### src/rtl/lte_pkg.sv
package lte_pkg;

    localparam int EDGE_UNITS = 2;

    localparam logic [3:0] CODE_STEP_HI = 4'h3;
    localparam logic [7:0] CODE_PARAM   = 8'h40;

    typedef enum logic [1:0] {
        ST_IDLE,
        ST_LOAD,
        ST_ARMED,
        ST_FIRED
    } ctl_state_t;

    typedef struct packed {
        logic       edge_en;
        logic       fast;
        logic       falling;
        logic [2:0] pin;
    } prm_t;

    localparam int PRM_W = $bits(prm_t);

endpackage

### src/rtl/lut_bank.sv
module lut_bank #(
    parameter int CHANNELS = 16,
    parameter int GROUP_W  = 4,
    localparam int GROUPS  = CHANNELS / GROUP_W,
    localparam int ENTRIES = 1 << GROUP_W
) (
    input  logic                clk,
    input  logic                rst_n,
    input  logic                wr_en,
    input  logic [GROUP_W-1:0]  wr_idx,
    input  logic [GROUPS-1:0]   wr_bits,
    input  logic [CHANNELS-1:0] sample,
    output logic                hit
);

    logic [ENTRIES-1:0] tab [GROUPS];
    logic [GROUPS-1:0]  grp_hit;

    for (genvar g = 0; g < GROUPS; g++) begin : g_grp
        always_ff @(posedge clk) begin
            if (!rst_n) begin
                tab[g] <= '0;
            end else if (wr_en) begin
                tab[g][wr_idx] <= wr_bits[g];
            end
        end

        assign grp_hit[g] = tab[g][sample[g*GROUP_W +: GROUP_W]];
    end

    assign hit = &grp_hit;

endmodule

### src/rtl/trig_ctrl.sv
module trig_ctrl
    import lte_pkg::*;
(
    input  logic       clk,
    input  logic       rst_n,
    input  logic       arm,
    input  logic       step_req,
    input  logic       param_req,
    input  logic       cond,
    output ctl_state_t st,
    output logic       tab_we,
    output logic       prm_we,
    output logic       fire
);

    ctl_state_t st_d;

    always_comb begin
        st_d = st;
        unique case (st)
            ST_IDLE: begin
                if (step_req) begin
                    st_d = ST_LOAD;
                end else if (arm) begin
                    st_d = ST_ARMED;
                end
            end
            ST_LOAD: begin
                if (param_req) begin
                    st_d = ST_IDLE;
                end
            end
            ST_ARMED: begin
                if (!arm) begin
                    st_d = ST_IDLE;
                end else if (cond) begin
                    st_d = ST_FIRED;
                end
            end
            ST_FIRED: begin
                if (!arm) begin
                    st_d = ST_IDLE;
                end
            end
        endcase
    end

    always_ff @(posedge clk) begin
        if (!rst_n) begin
            st <= ST_IDLE;
        end else begin
            st <= st_d;
        end
    end

    always_comb begin
        tab_we = 1'b0;
        prm_we = 1'b0;
        fire   = 1'b0;
        unique case (st)
            ST_IDLE, ST_LOAD: begin
                tab_we = step_req;
                prm_we = param_req;
            end
            ST_ARMED: begin
                fire = arm & cond;
            end
            ST_FIRED: begin
                fire = 1'b0;
            end
        endcase
    end

endmodule

### src/rtl/lut_trigger_eval.sv
module lut_trigger_eval
    import lte_pkg::*;
#(
    parameter int CHANNELS = 16,
    parameter int GROUP_W  = 4,
    localparam int GROUPS  = CHANNELS / GROUP_W,
    localparam int BANKS   = 1 + EDGE_UNITS,
    localparam int LOAD_W  = GROUPS * BANKS + 1
) (
    input  logic                clk,
    input  logic                rst_n,
    input  logic                arm,
    input  logic                cfg_we,
    input  logic [7:0]          cfg_code,
    input  logic [LOAD_W-1:0]   cfg_data,
    input  logic [CHANNELS-1:0] sample,
    output logic                trig
);

    localparam int GLUE_W = 2 * EDGE_UNITS;
    localparam int GLUE_N = 1 << GLUE_W;

    ctl_state_t            st_q;
    prm_t                  prm_q;
    logic                  step_req, param_req;
    logic                  tab_we, prm_we, fire, cond;
    logic [BANKS-1:0]      bank_hit;
    logic [EDGE_UNITS-1:0] e_prev;
    logic [GLUE_N-1:0]     glue_q;
    logic [GLUE_W-1:0]     glue_idx;
    logic [CHANNELS-1:0]   prev_s;
    logic                  pin_now, pin_old, fast_hit, lut_hit;

    assign step_req  = cfg_we && (cfg_code[7:4] == CODE_STEP_HI);
    assign param_req = cfg_we && (cfg_code == CODE_PARAM);

    // bank 0: value/mask, banks 1..EDGE_UNITS: edge units
    for (genvar b = 0; b < BANKS; b++) begin : g_bank
        lut_bank #(
            .CHANNELS (CHANNELS),
            .GROUP_W  (GROUP_W)
        ) u_bank (
            .clk     (clk),
            .rst_n   (rst_n),
            .wr_en   (tab_we),
            .wr_idx  (cfg_code[GROUP_W-1:0]),
            .wr_bits (cfg_data[b*GROUPS +: GROUPS]),
            .sample  (sample),
            .hit     (bank_hit[b])
        );
    end

    for (genvar n = 0; n < EDGE_UNITS; n++) begin : g_gidx
        assign glue_idx[2*n]   = e_prev[n];
        assign glue_idx[2*n+1] = bank_hit[n+1];
    end

    always_ff @(posedge clk) begin
        if (!rst_n) begin
            glue_q <= '0;
            prm_q  <= '0;
            e_prev <= '0;
            prev_s <= '0;
            trig   <= 1'b0;
        end else begin
            if (tab_we) begin
                glue_q[cfg_code[GLUE_W-1:0]] <= cfg_data[LOAD_W-1];
            end
            if (prm_we) begin
                prm_q <= prm_t'(cfg_data[PRM_W-1:0]);
            end
            e_prev <= bank_hit[EDGE_UNITS:1];
            prev_s <= sample;
            trig   <= fire;
        end
    end

    assign pin_now  = sample[prm_q.pin];
    assign pin_old  = prev_s[prm_q.pin];
    assign fast_hit = prm_q.falling ? (pin_old & ~pin_now) : (~pin_old & pin_now);
    assign lut_hit  = bank_hit[0] & (prm_q.edge_en ? glue_q[glue_idx] : 1'b1);
    assign cond     = prm_q.fast ? fast_hit : lut_hit;

    trig_ctrl u_ctrl (
        .clk       (clk),
        .rst_n     (rst_n),
        .arm       (arm),
        .step_req  (step_req),
        .param_req (param_req),
        .cond      (cond),
        .st        (st_q),
        .tab_we    (tab_we),
        .prm_we    (prm_we),
        .fire      (fire)
    );

endmodule

### config.mk
export PLATFORM = sky130hd
export DESIGN_NAME = lut_trigger_eval
export DESIGN_NICKNAME = d
export VERILOG_FILES = /design/src/rtl/lte_pkg.sv /design/src/rtl/lut_bank.sv /design/src/rtl/trig_ctrl.sv /design/src/rtl/lut_trigger_eval.sv
export SDC_FILE = /design/constraint.sdc
export NUM_CORES = 1
export LEC_CHECK = 0
export BUFFER_PORTS_ARGS = -buffer_cell sky130_fd_sc_hd__buf_4
export CORE_MARGIN = 3
export CORE_UTILIZATION = 50
export DETAILED_ROUTE_END_ITERATION = 6
export GPL_TIMING_DRIVEN = 0
export PLACE_DENSITY = 0.69
export SYNTH_ARGS = -nofsm -noshare
export SYNTH_HDL_FRONTEND = slang
export SYNTH_HIERARCHICAL = 1
export SYNTH_SLANG_ARGS = --single-unit
### constraint.sdc
create_clock -name clk -period 2.1 [get_ports clk]
set_input_delay 0.21 -clock clk [delete_from_list [all_inputs] [get_ports clk]]
set_output_delay 0.21 -clock clk [all_outputs]
set_load 0.02 [all_outputs]
# Word-level counts from Yosys, hierarchy flattened

Memories as Yosys holds them, arrays and structs flattened.
Index checks and enable logic that the tools add are counted.

Order comparisons: 8
Equality and inequality tests: 9
Muxes and demuxes: 241
Bitwise operators: 198
Reduce and logical (&&, ||, !) cells: 10

Operators with widths:

| cell                                                                          | count |
|---|---|
| 1-bit 2-to-1 mux                                                              | 216 |
| 1-bit bitwise OR                                                              | 192 |
| 1-bit binary-select mux with 4-bit select                                     | 13 |
| 4-bit by 5-bit less-than comparator with 1-bit output (second input constant) | 6 |
| 16-bit bitwise mux                                                            | 1 |
| 16-bit 2-to-1 mux                                                             | 1 |
| 4-bit AND reduction                                                           | 4 |
| 2-bit 2-to-1 mux                                                              | 6 |
| 8-bit by 7-bit == test with 1-bit output (second input constant)              | 1 |
| 2-bit case mux with 4 select lines                                            | 1 |
| 1-bit binary-select mux with 3-bit select                                     | 2 |
| 3-bit by 2-bit inequality test with 1-bit output (second input constant)      | 2 |
| 3-bit by 5-bit less-than comparator with 1-bit output (second input constant) | 1 |
| 1-bit bitwise AND                                                             | 4 |
| 1-bit demux with 4-bit select                                                 | 1 |
| 2-bit == test (second input constant)                                         | 2 |
| 4-bit by 2-bit == test with 1-bit output (second input constant)              | 1 |
| 4-bit by 1-bit >= comparator with 1-bit output (second input constant)        | 1 |
| 1-bit logical AND                                                             | 3 |
| 2-bit by 1-bit == test with 1-bit output (second input constant)              | 1 |
| 2-bit zero test                                                               | 1 |
| 2-bit by 1-bit inequality test with 1-bit output (second input constant)      | 1 |
| 2-bit inequality test (second input constant)                                 | 1 |
| 1-bit inverter                                                                | 2 |
| 2 further kinds                                                               | 2 |

Flip-flop bits (word level): 35
Bits in writable memories: 192
Bits of input ports: 41
Output and inout port bits: 1
Memories kept: 3

Memory list:

| name                 | depth | bits a word | read ports | clocked after Yosys merged registers in | wr ports | RTL line       | RTL |
|---|---|---|---|---|---|---|---|
| g_bank[0].u_bank.tab | 4     | 16          | 4          | 0                                       | 4        | lut_bank.sv:16 | `logic [ENTRIES-1:0] tab [GROUPS];` |
| g_bank[1].u_bank.tab | 4     | 16          | 4          | 0                                       | 4        | lut_bank.sv:16 |  |
| g_bank[2].u_bank.tab | 4     | 16          | 4          | 0                                       | 4        | lut_bank.sv:16 |  |

# Longest topological paths before layout

Gate-level depths: netlist (run 1).

Depth in word-level cells: 11
Mapped depth: 13

# Hierarchy

The synthesis (run 1) kept the hierarchy.

Modules (own cells, without submodules):

| module           | instances | cells each | area an instance (µm²) | sequential area each (µm²) |
|---|---|---|---|---|
| lut_bank         | 3         | 207        | 3086.7                 | 1921.8 |
| lut_trigger_eval | 1         | 156        | 1551.5                 | 660.6 |
| trig_ctrl        | 1         | 13         | 121.4                  | 40.0 |

# Worst setup path after synthesis (run 1)

OpenSTA, ideal clock, no wires.

Path kind: reg-to-reg
Start point: memory g_bank[1].u_bank/tab[1][11] (netlist name)
End point: register trig
Setup time: 0.115 ns
Arrival: 2.130 ns
Data required time: 1.985 ns
Slack: -0.145 ns
Stages on the path, launching flop included: 13
Buffers on the path: 0
Clock period less this slack: 2.245 ns
Path through: edfxtp_1 mux4_1 mux2i_1 mux2i_1 nand2_1 nor2_1 mux4_2 mux2i_1 nand3_1 nand4b_1 nand2_1 and4b_2 and2_1

RTL lines:

| element              | RTL line               | RTL |
|---|---|---|
| from (decl)          | lut_bank.sv:16         |  |
| to (signal assigned) | lut_trigger_eval.sv:74 | `trig <= fire;` |
| to (decl)            | lut_trigger_eval.sv:17 | `output logic trig` |

==> impl_results.md, run 1 <==
- Outcome: finished, violations left
- Failing checks: setup timing
- Initial DRC count: around 410
- Netlist cell types: 35
- Part of the cycle the worst path needs: 125%
- CTS max path bufs: 3
- Post-synthesis sequential area ratio: 59.1%
- Final setup vio count: 2
- Die Footprint: 23,700 um2
- Antenna diodes: 0
- CTS tree: done
- Most common cell after layout, fill and taps aside: and2_1
- Max_cap viols: 0
- Vias per cell: roughly 5.8
- Clock Latency Late Sink: ~0.52 ns
- Hold crit path type: in2reg
- Critical Path Fanout Max: 5
- CTS Root Cell: clkbuf_16
- Design Area, Final: 12,500 um2
- DR WL/cell: 22.7 um
- Pwr dens: 785 nW/um2
- Area Overhead vs Synth: 14.2%
- Hpwl dp: around 18 mm
- Worst Setup Path Type: reg2reg
- Hold Violations, Final: 0
- Worst VDD drop: approximately 450 uV
- Gpl congestion: approximately 0.9
- Bufs and invs on worst path: 0
- Crit path cell chain: mux4_2 > mux2i_1 > mux2i_1 > nand2_1 > nor2_2 > mux4_2 > mux2i_1 > nand3b_1 > nand4b_1 > nand2_2 > and4b_2 > and2_1
- CTS buffer count: 24
- Initial Utilization: between 50 and 60%
- Critical path data required time: 2.51 ns
- Worst slew margin: between 60% and 70%
- Fin nets: 909
- Vias: 6,755
- Max Slew Vio Count: 0
- Post-synth top area share: 52.7%
- Pleak: 4.47 nW
- Slowest cell on crit path: mux4_2
- GR Util All Layers: between 20% and 30%
- Largest net degree at the start of global routing: 23
- Vert. Die Dim: ~150 um
- First-pass GRT wire length: 40.1 mm
- Drt pass-1 iters: 4
- Post-synth top area cell: edfxtp_1
- # DRC: 0
- Die Width: 154 um
- Port-buffer cells: 41
- CP Launch Type: register
- Worst clock skew: 0.0154 ns
- Final worst slack: -0.522 ns
- Avg Inst Size Synth: 13.8 um2
- Final WL: 26.3 mm
- Clk slew on worst S/H paths: 0.06 ns
- Fraction of layout cells with a size suffix above 1: ~18%
- CTS H-tree lvls: 1
- Most common cell on crit path: mux2i_1
- Worst-Margin Slew: 0.571 ns
- Most frequent cells in the layout: 204 x and2_1, 192 x edfxtp_1, 51 x buf_4, 49 x nor2_1, 49 x mux2i_1
- Synth Net Count: 831
- Dominant cells by area after synthesis: edfxtp_1 53%, and2_1 12%, mux4_2 8.2%
- Clock sink count: 227
- CP delay by family, top: multiplexers
- Mapped Cells: 790
- Slowest stage delay, CP: 0.52 ns
- Pwr Total: 0.00981 W
- WHS: about 0.027 ns
- Placed Area: 11,600 um2
- Pre-CTS WS: -0.825 ns
- Boundary Pins: between 40 and 50
- Antenna-violating nets left: 0
- Mapped Area: 10,900 um2
- Vias in the first global route: 6,927
- GRT overflow: 0
- Max frequency: 381 MHz
- RSZ-0062 raised after global routing: yes
- Core area: around 21,000 um2
- Min Clock Period, post-route: 2.62 ns
- Yosys warns: 6
- Yosys reg bits: ~230
- Initial antenna violation count: 0
- Endpoint class of the critical path: register
- Critical path arrival: 3.03 ns
- Num rows: 53
==> per-layer routing <==
metal / track usage (%) / up-vias / routed length, um
met5: 0 / - / 0
met4: 6.98 / 0 / 720
met3: 3.63 / 46 / 1740
met2: 37.3 / 231 / 13000
met1: 30.2 / 3390 / 10800
li1: - / 3088 / -
==> state kept, by name, summed over array words and instances (netlist names) <==
name               cells
e_prev                 2
g_bank.u_bank/tab    192
glue_q                16
prev_s                 8
prm_q                  6
trig                   1
u_ctrl/st              2
==> worst register-to-register path: cells and delay by family (launching register included) <==
family        cells  cell delay [ns]
flops             1             0.38
mux               5             1.32
simple gates      7             0.82
==> worst paths after layout <==
path / startpoint / endpoint / slack, ns / depth (start not counted)
worst min-delay path: cfg_data[7] / g_bank[1].u_bank/tab[3][13] / 0.03 / 2
worst max register to register: g_bank[1].u_bank/tab[3][8] / trig / -0.52 / 12
worst max-delay path: g_bank[1].u_bank/tab[3][8] / trig / -0.52 / 12
worst min register to register: glue_q[10] / glue_q[10] / 0.48 / 2
==> cell usage after synthesis <==
cell / number
mux2_2: 1
nor2_1: 50
nand4_1: 3
nand3_1: 4
dfxtp_1: 35
o21ai_0: 47
nor3_1: 14
nor4bb_1: 1
and2b_2: 2
and2_1: 204
nand2_1: 26
buf_4: 3
inv_1: 1
buf_6: 4
nor2_2: 9
mux2i_1: 50
and4b_2: 1
nand3b_1: 3
a21boi_0: 2
nand4b_1: 5
mux4_2: 40
nand2b_1: 20
a21boi_1: 9
o211a_1: 1
edfxtp_1: 192
nor2b_1: 11
a21bo_1: 1
mux4_1: 16
nand2_2: 3
or3_1: 4
a21oi_1: 1
a211oi_1: 1
clkbuf_1: 22
nor3_4: 3
o221a_1: 1
==> power by group <==
part           total (W)  switching [W]  internal, W
combinational   0.000734       0.000449     0.000285
sequential       0.00507      0.0000475      0.00503
clock            0.00400        0.00164      0.00236
total            0.00981        0.00214      0.00767
==> timing repair <==
| item | CTS | global route |
|---|---|---|
| hold buffers | 3 | 0 |
| hold endpoints to repair | 3 | 0 |
| endpoints found under the setup margin | 170 | 182 |
| pin swaps | 0 | 4 |
| setup buffers | 0 | 7 |
| resized for setup | 41 | 13 |
| cloned | 0 | 1 |
==> metrics by stage <==
step	utilization, %	TNS [ns]	std cells
6_report	58.9	-1.04	1159
5_1_grt	58.9	-1.42	1159
4_1_cts	58.3	-3.09	1151
3_5_place_dp	54.5	-75.30	1106
3_3_place_gp	54.5	-50.82	1106
2_1_floorplan	-	-0.182	790
==> area by class of cell <==
class                      instances  area (um2)
fill                            1648        8730
sequential                       227        6470
multi-input combinational        534        4390
clock buffer                      34         638
timing repair buffer              51         390
tap                              275         344
buffer                            29         150
clock inverter                     8         103
inverter                           1        3.75
==> kinds of logic (layout without fill, tap and decap cells) <==
family / after synthesis / in the layout / share of synthesized area, %
flops: 227 / 227 / 59.1
buf+inv: 30 / 123 / 1.41
mux: 107 / 107 / 16.8
simple gates: 363 / 364 / 19.4
compound gates: 63 / 63 / 3.31
(Power assumes the default switching activity.)
==> run 2, diff against run 1 <==
--- a/config.mk
+++ b/config.mk
@@ -7,10 +7,10 @@
 export LEC_CHECK = 0
 export BUFFER_PORTS_ARGS = -buffer_cell sky130_fd_sc_hd__buf_4
 export CORE_MARGIN = 3
-export CORE_UTILIZATION = 50
+export CORE_UTILIZATION = 30
 export DETAILED_ROUTE_END_ITERATION = 6
 export GPL_TIMING_DRIVEN = 0
-export PLACE_DENSITY = 0.69
+export REMOVE_ABC_BUFFERS = 1
 export SYNTH_ARGS = -nofsm -noshare
 export SYNTH_HDL_FRONTEND = slang
 export SYNTH_HIERARCHICAL = 1
==> run 2 against run 1 <==
The run still ends with setup timing left. Sequential cell count did not move. Critical path type unchanged. Highest routed layer unchanged. Combinational power fell by 3%. Non-clock buffer count shrank 25. Final cell count up 14%. Hold slack better by 0.0059 ns. Maximum frequency is 0.39% higher. Largest cell class unchanged. Clock skew fell by 0.0065 ns. Largest power group unchanged.
==> impl_results.md, run 2 (same netlist as run 1, synthesis figures left out) <==
- Outcome: finished, violations left
- Failing checks: setup timing
- Critical Path Fanout Max: 5 (unchanged)
- CTS max path bufs: 3 (unchanged)
- First-pass GRT wire length: 40.1 mm (-0.21%)
- Flop pwr share: 50.9% (-0.8 points)
- Worst-Margin Slew: 1.09 ns (+0.522 ns)
- Reg-to-Reg Start: g_bank[1].u_bank/tab[1][13]
- Sequential cell area: 6470 um2 (about the same)
- Clk slew on worst S/H paths: 0.06 ns (about the same)
- GR Util All Layers: 13.6% (-8.7 points)
- Most frequent cells in the layout: 204 x and2_1, 192 x edfxtp_1, 54 x buf_4, 49 x nor2_1, 48 x mux2i_1
- FF-to-FF End: trig
- Worst slew margin: 27.1% (-34 points)
- Clock sink count: 227 (unchanged)
- Gpl congestion: 0.771 (-12%)
- Clock Latency Late Sink: 0.51 ns (about the same)
- Hold Violations, Final: 0 (unchanged)
- CTS buffer count: 25 (+4.2%)
- CTS H-tree lvls: 1 (unchanged)
- Fraction of layout cells with a size suffix above 1: 20.2% (+1.8 points)
- Largest register FFs: 192 (unchanged)
- Boundary Pins: 42 (unchanged)
- Vert. Die Dim: 197 um (+28%)
- Hpwl dp: 17.2 mm (-3.1%)
- CTS tree: done
- Hold Crit Depth: 2 (unchanged)
- WHS: 0.0331 ns (+0.00593 ns)
- Fin nets: 884 (-2.8%)
- RSZ-0062 raised after global routing: yes
- Biggest regs: g_bank.u_bank/tab x192, glue_q x16, prev_s x8
- Antenna-violating nets left: 0 (unchanged)
- Number of fill cells in the layout: 3,440 (+110%)
- Clk pwr share: 41.9% (+1.1 points)
- Pleak: 4.50 nW (+0.74%)
- Hold Path Sink: prev_s[1]
- Final WL: 26.6 mm (+1.2%)
- Vias in the first global route: 6,547 (-5.5%)
- Antenna diodes: 0 (unchanged)
- Most flops, register: g_bank.u_bank/tab
- Initial DRC count: 392 (-4.9%)
- DR WL/cell: 20.1 um (-11%)
- Internal: 0.00780 W (+1.8%)
- Final worst slack: -0.512 ns (+0.0103 ns)
- Most common cell after layout, fill and taps aside: and2_1
- Min Clock Period, post-route: 2.61 ns (-0.0103 ns)
- Drt pass-1 iters: 5 (+1)
- R2R depth: 12 (unchanged)
- GRT overflow: 0 (unchanged)
- Vias per cell: 4.93 (-15%)
- Max frequency: 383 MHz (+0.39%)
- Worst Setup Path Type: reg2reg
- Port-buffer cells: 41 (unchanged)
- R2R setup slack: -0.51 ns (about the same)
- Initial antenna violation count: 0 (unchanged)
- Combinational share of power: 7.2% (-0.3 points)
- Worst clock skew: 0.00893 ns (-0.00646 ns)
- Max_cap viols: 0 (unchanged)
- # DRC: 0 (unchanged)
- Initial Utilization: 30.6% (-21 points)
- Max Slew Vio Count: 0 (unchanged)
- Setup TNS: -2.51 ns (-1.47 ns)
- Min-delay src: sample[1]
- Part of the cycle the worst path needs: 124% (-0.49 points)
- Sw Share: 21.7% (-0.084 points)
- Multi-input logic area: 4470 um2 (+1.7%)
- Pwr Total: 0.00997 W (+1.7%)
- Die Footprint: 38,800 um2 (+64%)
- CP Launch Type: register
- CTS Root Cell: clkbuf_16
- Critical path arrival: 3.01 ns (-0.02 ns)
- Switching power: 0.00216 W (+1.3%)
- Area Overhead vs Synth: 16.3%
- Worst VDD drop: 467 uV (+3.5%)
- Num rows: 69 (+30%)
- Endpoint class of the critical path: register
- Hold crit path type: in2reg
- Critical path data required time: 2.50 ns (about the same)
- Largest net degree at the start of global routing: 93 (+300%)
- Die Width: 197 um (+28%)
- Core area: 35,700 um2 (+68%)
- Vias: 6,520 (-3.5%)
- Final setup vio count: 50 (+48)
- Pwr dens: 784 nW/um2 (-0.12%)
run 2: cell types whose count changed in the layout (fill, tap and decap cells not counted), sizes merged:
cell and delta:
clkbuf -14, dlygate4sd3 -2, and2b -1, bufinv -1
clkinvlp -2, buf -1, clkinv -2
run 2: stage by stage:
step	util, %	instance area, um2	worst slack (ns)	instances
final	35.6	12700	-0.512	1322
after detailed placement	32.6	11700	-1.02	1263
after floorplan	-	10800	-0.145	761
after CTS	35.2	12600	-0.561	1310
after global placement	32.6	11700	-1.02	1263
after global routing	35.6	12700	-0.644	1322
run 2: power groups by stage:
stage | registers [W] | logic, W | clock network [W]
after global routing | 0.00509 | 0.000763 | 0.00445
after global placement | 0.00517 | 0.000684 | 0
after CTS | 0.00508 | 0.000712 | 0.00424
final | 0.00508 | 0.000714 | 0.00418
after floorplan | 0.00514 | 0.000329 | 0
after detailed placement | 0.00517 | 0.000694 | 0
run 2: worst max path at each step:
stage / from / endpoint / slack [ns] / depth (start not counted)
global placement: sample[8] / trig / -1.02 / 13
global route: g_bank[1].u_bank/tab[1][13] / u_ctrl/st[0] / -0.64 / 13
finish: g_bank[1].u_bank/tab[1][13] / trig / -0.51 / 12
detailed placement: sample[8] / trig / -1.02 / 13
floorplan: g_bank[1].u_bank/tab[1][11] / trig / -0.14 / 12
CTS: g_bank[1].u_bank/tab[1][13] / u_ctrl/st[0] / -0.56 / 13
run 2: cell type report:
cell class / count / area share, %
clock buffer: 42 / 5.83
clock inverter: 3 / 0.315
inverter: 1 / 0.0295
multi-input combinational: 533 / 35.2
sequential: 227 / 50.9
tap: 461 / 4.54
timing repair buffer: 55 / 3.27
run 2: metal layers:
metal | vias to the layer above | GRT usage, % | routed length, um
met5 | - | 0 | 0
met4 | 0 | 3.48 | 608
met3 | 52 | 2.19 | 1580
met2 | 176 | 22.1 | 12500
met1 | 3238 | 19.2 | 12000
li1 | 3054 | - | -
run 2: worst max-delay path: stages, from the launching register on:
cell	delay, ns
edfxtp_1	0.38
mux4_2	0.51
mux2i_2	0.21
mux2i_1	0.10
nand2_1	0.11
nor2_4	0.08
mux4_2	0.31
mux2i_1	0.16
nand3_1	0.10
nand4b_1	0.09
nand2_1	0.09
and4b_2	0.22
and2_1	0.14
run 2: repair_timing:
item,4_1_cts,5_1_grt
setup buffers,1,12
gates resized for setup,35,12
endpoints found under the setup margin,179,158
pin swaps,5,8
endpoints found under the hold margin,1,0
hold buffers,1,0
